--- config.mk ---
export PLATFORM = sky130hd
export DESIGN_NAME = pid_ramp_ctrl
export DESIGN_NICKNAME = d
export VERILOG_FILES = /design/src/rtl/pid_pkg.sv /design/src/rtl/pid_terms.sv /design/src/rtl/pid_integ.sv /design/src/rtl/ramp_ovr.sv /design/src/rtl/pid_ramp_ctrl.sv
export SDC_FILE = /design/constraint.sdc
export NUM_CORES = 2
export LEC_CHECK = 0
export ABC_CLOCK_PERIOD_IN_PS = 21900
export BUFFER_PORTS_ARGS = -buffer_cell sky130_fd_sc_hd__buf_2
export CORE_MARGIN = 1.5
export CORE_UTILIZATION = 45
export CTS_CLUSTER_SIZE = 28
export DETAILED_ROUTE_END_ITERATION = 10
export PLACE_DENSITY = 0.61
export SLEW_MARGIN = 20
export SYNTH_ARGS = -nofsm -noshare
export SYNTH_HDL_FRONTEND = slang
export SYNTH_SLANG_ARGS = --single-unit
--- constraint.sdc ---
create_clock -name clk_i -period 21.9 [get_ports clk_i]
set_clock_uncertainty 0.15 [all_clocks]
set_input_delay 1.095 -clock clk_i [delete_from_list [all_inputs] [get_ports clk_i]]
set_output_delay 1.095 -clock clk_i [all_outputs]
set_load 0.05 [all_outputs]
--- src/rtl/pid_pkg.sv ---
package pid_pkg;
  typedef enum logic {
    MODE_PID  = 1'b0,
    MODE_RAMP = 1'b1
  } ctl_mode_e;
endpackage

--- src/rtl/pid_terms.sv ---
module pid_terms #(
  parameter int unsigned DW    = 16,
  parameter int unsigned ACC_W = 40
) (
  input  logic signed [DW-1:0]    sp_i,
  input  logic signed [DW-1:0]    meas_i,
  input  logic signed [DW-1:0]    meas_prev_i,
  input  logic signed [DW:0]      err_prev_i,
  input  logic signed [DW-1:0]    kp_i,
  input  logic signed [DW-1:0]    ki_i,
  input  logic signed [DW-1:0]    kd_i,
  output logic signed [DW:0]      err_o,
  output logic signed [ACC_W-1:0] p_o,
  output logic signed [ACC_W-1:0] i_inc_o,
  output logic signed [ACC_W-1:0] d_o
);
  localparam int unsigned EW = DW + 1;

  logic signed [EW-1:0]    dm;
  logic signed [ACC_W-1:0] kp_x, ki_x, kd_x, err_x, eprev_x, dm_x;

  assign err_o = $signed({sp_i[DW-1], sp_i}) - $signed({meas_i[DW-1], meas_i});
  assign dm    = $signed({meas_i[DW-1], meas_i}) - $signed({meas_prev_i[DW-1], meas_prev_i});

  assign kp_x    = $signed({{(ACC_W-DW){kp_i[DW-1]}}, kp_i});
  assign ki_x    = $signed({{(ACC_W-DW){ki_i[DW-1]}}, ki_i});
  assign kd_x    = $signed({{(ACC_W-DW){kd_i[DW-1]}}, kd_i});
  assign err_x   = $signed({{(ACC_W-EW){err_o[EW-1]}}, err_o});
  assign eprev_x = $signed({{(ACC_W-EW){err_prev_i[EW-1]}}, err_prev_i});
  assign dm_x    = $signed({{(ACC_W-EW){dm[EW-1]}}, dm});

  assign p_o     = kp_x * err_x;
  assign i_inc_o = ki_x * (err_x + eprev_x);
  assign d_o     = kd_x * dm_x;
endmodule

--- src/rtl/pid_integ.sv ---
module pid_integ #(
  parameter int unsigned ACC_W = 40
) (
  input  logic                    clk_i,
  input  logic                    rst_ni,
  input  logic                    upd_i,
  input  logic signed [ACC_W-1:0] inc_i,
  input  logic signed [ACC_W-1:0] hi_i,
  input  logic signed [ACC_W-1:0] lo_i,
  output logic signed [ACC_W-1:0] integ_nxt_o
);
  localparam int unsigned SW = ACC_W + 1;

  logic signed [ACC_W-1:0] integ_q;
  logic signed [SW-1:0]    sum, hi_x, lo_x;

  assign sum  = $signed({integ_q[ACC_W-1], integ_q}) + $signed({inc_i[ACC_W-1], inc_i});
  assign hi_x = $signed({hi_i[ACC_W-1], hi_i});
  assign lo_x = $signed({lo_i[ACC_W-1], lo_i});

  always_comb begin
    if (sum > hi_x)      integ_nxt_o = hi_i;
    else if (sum < lo_x) integ_nxt_o = lo_i;
    else                 integ_nxt_o = sum[ACC_W-1:0];
  end

  always_ff @(posedge clk_i or negedge rst_ni) begin
    if (!rst_ni)    integ_q <= '0;
    else if (upd_i) integ_q <= integ_nxt_o;
  end

  p_integ_lim_r5: assert property (@(posedge clk_i) disable iff (!rst_ni)
    (upd_i && lo_i <= hi_i) |=> (integ_q <= $past(hi_i) && integ_q >= $past(lo_i)));

  p_integ_hold_r9: assert property (@(posedge clk_i) disable iff (!rst_ni)
    !upd_i |=> $stable(integ_q));
endmodule

--- src/rtl/ramp_ovr.sv ---
module ramp_ovr
  import pid_pkg::*;
#(
  parameter int unsigned DW = 16
) (
  input  logic          clk_i,
  input  logic          rst_ni,
  input  logic          sample_i,
  input  logic          req_i,
  input  logic [DW-1:0] cur_i,
  input  logic [DW-1:0] step_i,
  output logic [DW-1:0] ramp_o,
  output logic          active_o
);
  localparam logic [DW-1:0] FULL = '1;

  ctl_mode_e    state_q, state_d;
  logic [DW:0]  add;

  assign add      = {1'b0, cur_i} + {1'b0, step_i};
  assign ramp_o   = add[DW] ? FULL : add[DW-1:0];
  assign active_o = (state_q == MODE_RAMP) || req_i;
  assign state_d  = (active_o && !(sample_i && ramp_o == FULL)) ? MODE_RAMP : MODE_PID;

  always_ff @(posedge clk_i or negedge rst_ni) begin
    if (!rst_ni) state_q <= MODE_PID;
    else         state_q <= state_d;
  end

  p_ramp_entry_r8: assert property (@(posedge clk_i) disable iff (!rst_ni)
    (req_i && !sample_i) |=> state_q == MODE_RAMP);

  p_ramp_exit_r10: assert property (@(posedge clk_i) disable iff (!rst_ni)
    (sample_i && active_o && ramp_o == FULL) |=> state_q == MODE_PID);
endmodule

--- src/rtl/pid_ramp_ctrl.sv ---
module pid_ramp_ctrl #(
  parameter int unsigned DW     = 16,
  parameter int unsigned ACC_W  = 40,
  parameter int unsigned FRAC_W = 8
) (
  input  logic                    clk_i,
  input  logic                    rst_ni,
  input  logic                    sample_vld_i,
  input  logic signed [DW-1:0]    setpoint_i,
  input  logic signed [DW-1:0]    meas_i,
  input  logic signed [DW-1:0]    kp_i,
  input  logic signed [DW-1:0]    ki_i,
  input  logic signed [DW-1:0]    kd_i,
  input  logic signed [ACC_W-1:0] int_hi_i,
  input  logic signed [ACC_W-1:0] int_lo_i,
  input  logic [DW-1:0]           ramp_step_i,
  input  logic                    collapse_i,
  input  logic                    param_chg_i,
  output logic [DW-1:0]           out_o,
  output logic                    out_vld_o
);
  localparam int unsigned SW   = ACC_W + 2;
  localparam logic [DW-1:0] FULL = '1;

  logic signed [DW:0]      err, err_prev_q;
  logic signed [DW-1:0]    meas_prev_q;
  logic signed [ACC_W-1:0] p_term, i_inc, d_term, integ_nxt;
  logic signed [SW-1:0]    pid_sum, pid_sh;
  logic [DW-1:0]           pid_out, ramp_val, out_q;
  logic                    ovr_active, vld_q;

  pid_terms #(.DW(DW), .ACC_W(ACC_W)) i_terms (
    .sp_i       (setpoint_i),
    .meas_i     (meas_i),
    .meas_prev_i(meas_prev_q),
    .err_prev_i (err_prev_q),
    .kp_i       (kp_i),
    .ki_i       (ki_i),
    .kd_i       (kd_i),
    .err_o      (err),
    .p_o        (p_term),
    .i_inc_o    (i_inc),
    .d_o        (d_term)
  );

  pid_integ #(.ACC_W(ACC_W)) i_integ (
    .clk_i      (clk_i),
    .rst_ni     (rst_ni),
    .upd_i      (sample_vld_i && !ovr_active),
    .inc_i      (i_inc),
    .hi_i       (int_hi_i),
    .lo_i       (int_lo_i),
    .integ_nxt_o(integ_nxt)
  );

  ramp_ovr #(.DW(DW)) i_ramp (
    .clk_i   (clk_i),
    .rst_ni  (rst_ni),
    .sample_i(sample_vld_i),
    .req_i   (collapse_i || param_chg_i),
    .cur_i   (out_q),
    .step_i  (ramp_step_i),
    .ramp_o  (ramp_val),
    .active_o(ovr_active)
  );

  assign pid_sum = $signed({{2{p_term[ACC_W-1]}}, p_term})
                 + $signed({{2{integ_nxt[ACC_W-1]}}, integ_nxt})
                 + $signed({{2{d_term[ACC_W-1]}}, d_term});
  assign pid_sh  = pid_sum >>> FRAC_W;

  always_comb begin
    if (pid_sh[SW-1])          pid_out = '0;
    else if (|pid_sh[SW-2:DW]) pid_out = FULL;
    else                       pid_out = pid_sh[DW-1:0];
  end

  always_ff @(posedge clk_i or negedge rst_ni) begin
    if (!rst_ni) begin
      out_q       <= '0;
      vld_q       <= 1'b0;
      err_prev_q  <= '0;
      meas_prev_q <= '0;
    end else begin
      vld_q <= sample_vld_i;
      if (sample_vld_i) begin
        out_q       <= ovr_active ? ramp_val : pid_out;
        err_prev_q  <= err;
        meas_prev_q <= meas_i;
      end
    end
  end

  assign out_o     = out_q;
  assign out_vld_o = vld_q;

  p_vld_set_r2: assert property (@(posedge clk_i) disable iff (!rst_ni)
    sample_vld_i |=> out_vld_o);

  p_vld_clr_r2: assert property (@(posedge clk_i) disable iff (!rst_ni)
    !sample_vld_i |=> !out_vld_o);

  p_out_hold_r2: assert property (@(posedge clk_i) disable iff (!rst_ni)
    !sample_vld_i |=> $stable(out_o));

  p_ramp_mono_r8: assert property (@(posedge clk_i) disable iff (!rst_ni)
    (sample_vld_i && ovr_active) |=> out_o >= $past(out_o));
endmodule

==> key figures <==
Status
  • Status: complete, no violations

Synth
  • Synth area leader: fa_1
  • Most frequent cells after synthesis: inv_1 (1,374), fa_1 (1,088), nand2_1 (607)
  • Synth Warn #: 0
  • Count of cell types in the netlist: 85
  • Most frequent cell after synthesis: inv_1
  • Post-synth EDFFs: 0
  • Asr flop ratio synth: 1.00
  • Synthesized area: 0.0474 sq mm
  • Area share of the largest cell type after synthesis: 0.460
  • Post-Syn Nets: 6,974
  • Register area share after synthesis: 0.0481
  • Post-Synthesis Cells: 5,282
  • Number of synthesized register bits: 91
  • Primary FF master, synth: dfrtp_1
  • Synthesized area per cell: 8.97 sq um
  • Synth top area cells: fa_1 (46%), ha_1 (11%), inv_1 (11%)

Detailed routing
  • Metal-1 WL: 54.2 mm
  • Vias/cell: 5.22
  • Final wirelength: 128 mm
  • Residual DRC: 0
  • Vias: 35,443
  • Met3 wire len: 8.10 mm
  • Pre-antenna DRT Iters: 6
  • Met2 Wirelength: 61.8 mm
  • Detailed Route Iter0 Violations: 2,100
  • Routed Antenna Nets: 0
  • Highest routed layer: met5
  • Drt wl/cell: 18.8 um

Worst setup path
  • Reg-to-Reg End: out_o[9]$_DFFE_PN0P_
  • Top cell by count, worst path: fa_1
  • Kind of critical path: input pin to flip-flop
  • Worst-path fanout max: 21
  • Endpoint arrival time on the critical path: 21,140 ps
  • Worst setup startpoint: meas_i[1]
  • Setup crit start kind: input pin
  • R2R Path Start: err_prev_q[0]$_DFFE_PN0P_
  • Worst EP required: 22,000 ps
  • Crit-path slowest cell: a211oi_1
  • Critical Path Max Stage Delay: 690 ps
  • Setup crit end: out_o[9]$_DFFE_PN0P_
  • R2R cell count: 66
  • R2r setup slk: 2370 ps
  • CP endpoint kind: flip-flop

Hold path
  • Hold Crit Class: flip-flop to flip-flop

Timing
  • Setup TNS: 0 ps
  • Tcrit/Tclk final: 0.961
  • Final Hold Viols: 0
  • Period minus WS final: 21,040 ps
  • Max Freq: 47.5 MHz
  • Setup violators final: 0
  • Slew HR: 0.290
  • RSZ-0062 raised after global routing: false
  • Worst-Margin Slew: 1060 ps
  • Max-slew violation count: 0

Clock tree
  • Later-pin clock latency in the skew report: 420 ps
  • Clock sinks: 91
  • Root Driver: clkbuf_16
  • TritonCTS clock tree: yes
  • Max Root-Sink Buffers: 2
  • Reg clk slew, reported paths: 80 ps
  • Max H-tree Level: 3
  • TritonCTS buffer count: 9

GRT
  • Largest net degree at the start of global routing: 70
  • GRT Util Overall: 0.249
  • Initial antenna violation count: 11
  • Global-route wire length before repair: 207 mm
  • Vias in the first global route: 37,828
  • Overflow after GRT: 0

Final layout
  • Reg area: 0.00228 sq mm
  • Ratio of cells with drive above 1 in the final layout: 0.0747
  • Multi-input gate area: 0.0396 sq mm
  • FILL cells: 10,092
  • Area growth from synthesis to layout: 6.91%
  • Final Net Count: 7,095

Floorplan
  • Rows: 118
  • Core Region: 0.104 sq mm
  • Initial Util: 0.456
  • Die Ht: 328 um
  • Die X-Extent: 328 um
  • Die Footprint: 0.107 sq mm
  • Ports: 198

Placed design
  • RD Place Congestion: 0.969
  • HPWL after detailed placement: 113 mm
  • IO Port Bufs: 197

Job
  • Total of max-cap violations: 0
-- sequential cells by signal, summed over array words and instances, names as in the netlist --
signal,cells
err_prev_q,17
i_integ.integ_q,40
i_ramp.state_q,1
meas_prev_q,16
out_o,16
out_vld_o,1
-- worst max-delay path, delay by kind of cell --
kind | cells | cell delay (ps)
buffers and inverters | 11 | 1670
XOR/XNOR | 3 | 540
adder cells (fa/ha/maj) | 19 | 8720
AO/OA/AOI/OAI | 25 | 6900
AND/OR/NAND/NOR | 14 | 2220
-- final cells by class --
| class | instances | share of cell area |
|---|---|---|
| Sequential cell | 91 | 0.0449 |
| Timing Repair Buffer | 280 | 0.0321 |
| Clock buffer | 11 | 0.00479 |
| Clock inverter | 5 | 0.00121 |
| Inverter | 1377 | 0.102 |
| Tap cell | 1380 | 0.0341 |
| Multi-Input combinational cell | 3644 | 0.781 |
| Antenna cell | 4 | 0.000198 |
-- placed cells by master (no fill, tap or decap), types with 45 or more instances in the layout --
cell type / instances
inv_1: 1372
fa_1: 1088
nand2_1: 606
ha_1: 423
and2_1: 305
buf_2: 196
nor2_1: 174
a21oi_1: 136
o21ai_0: 112
dfrtp_1: 91
buf_4: 83
xnor2_1: 78
a21o_1: 67
nor2b_1: 65
nor3_1: 45
-- per-stage QoR --
| stage | cells | instance area, sq um | hold slack (ps) | utilization | setup WS, ps |
|---|---|---|---|---|---|
| 2_1_floorplan | 5282 | 47400 | 300 | - | 2030 |
| 3_3_place_gp | 6765 | 50200 | 318 | 0.483 | -132 |
| 3_5_place_dp | 6765 | 50200 | 325 | 0.483 | 292 |
| 4_1_cts | 6781 | 50500 | 343 | 0.486 | 600 |
| 5_1_grt | 6792 | 50700 | 389 | 0.487 | 11.2 |
| 6_report | 6792 | 50700 | 337 | 0.487 | 861 |
-- per-layer routing --
layer / vias to the layer above / global-route usage
met3: 149 / 0.0430
met5: - / 0
li1: 16160 / -
met1: 18173 / 0.336
met4: 6 / 0.0605
met2: 955 / 0.418
-- how the worst min path moves through the flow --
stage                                            endpoint  depth (start not counted)                            start  slack (ps)
after floorplan           i_integ.integ_q[15]$_DFFE_PN0P_                          2  i_integ.integ_q[15]$_DFFE_PN0P_         300
after global placement    i_integ.integ_q[15]$_DFFE_PN0P_                          2  i_integ.integ_q[15]$_DFFE_PN0P_         320
after detailed placement  i_integ.integ_q[15]$_DFFE_PN0P_                          2  i_integ.integ_q[15]$_DFFE_PN0P_         330
after CTS                 i_integ.integ_q[15]$_DFFE_PN0P_                          2  i_integ.integ_q[15]$_DFFE_PN0P_         340
after global routing      i_integ.integ_q[15]$_DFFE_PN0P_                          2  i_integ.integ_q[15]$_DFFE_PN0P_         390
final                     i_integ.integ_q[15]$_DFFE_PN0P_                          2  i_integ.integ_q[15]$_DFFE_PN0P_         340
-- kinds of logic (layout without fill, tap and decap cells) --
| family | after synthesis | after routing | synth area share |
|---|---|---|---|
| buffers and inverters | 1547 | 1673 | 0.123 |
| DFF | 91 | 91 | 0.0481 |
| other | 0 | 4 | 0 |
| and+or+nand+nor | 1385 | 1385 | 0.141 |
| AOI/OAI and AO/OA | 549 | 549 | 0.0767 |
| muxes | 69 | 69 | 0.0159 |
| xor gates and xnor gates | 130 | 130 | 0.0240 |
| adders and majority gates | 1511 | 1511 | 0.571 |
-- timing repair --
action | 4_1_cts | 5_1_grt
gates resized for setup | 0 | 15
buffers inserted | 0 | 7
endpoints found under the setup margin | 0 | 16
hold buffers | 0 | 0
Power is not shown: default switching activity piles up to over one toggle a cycle in this logic, so the estimate is an artifact.
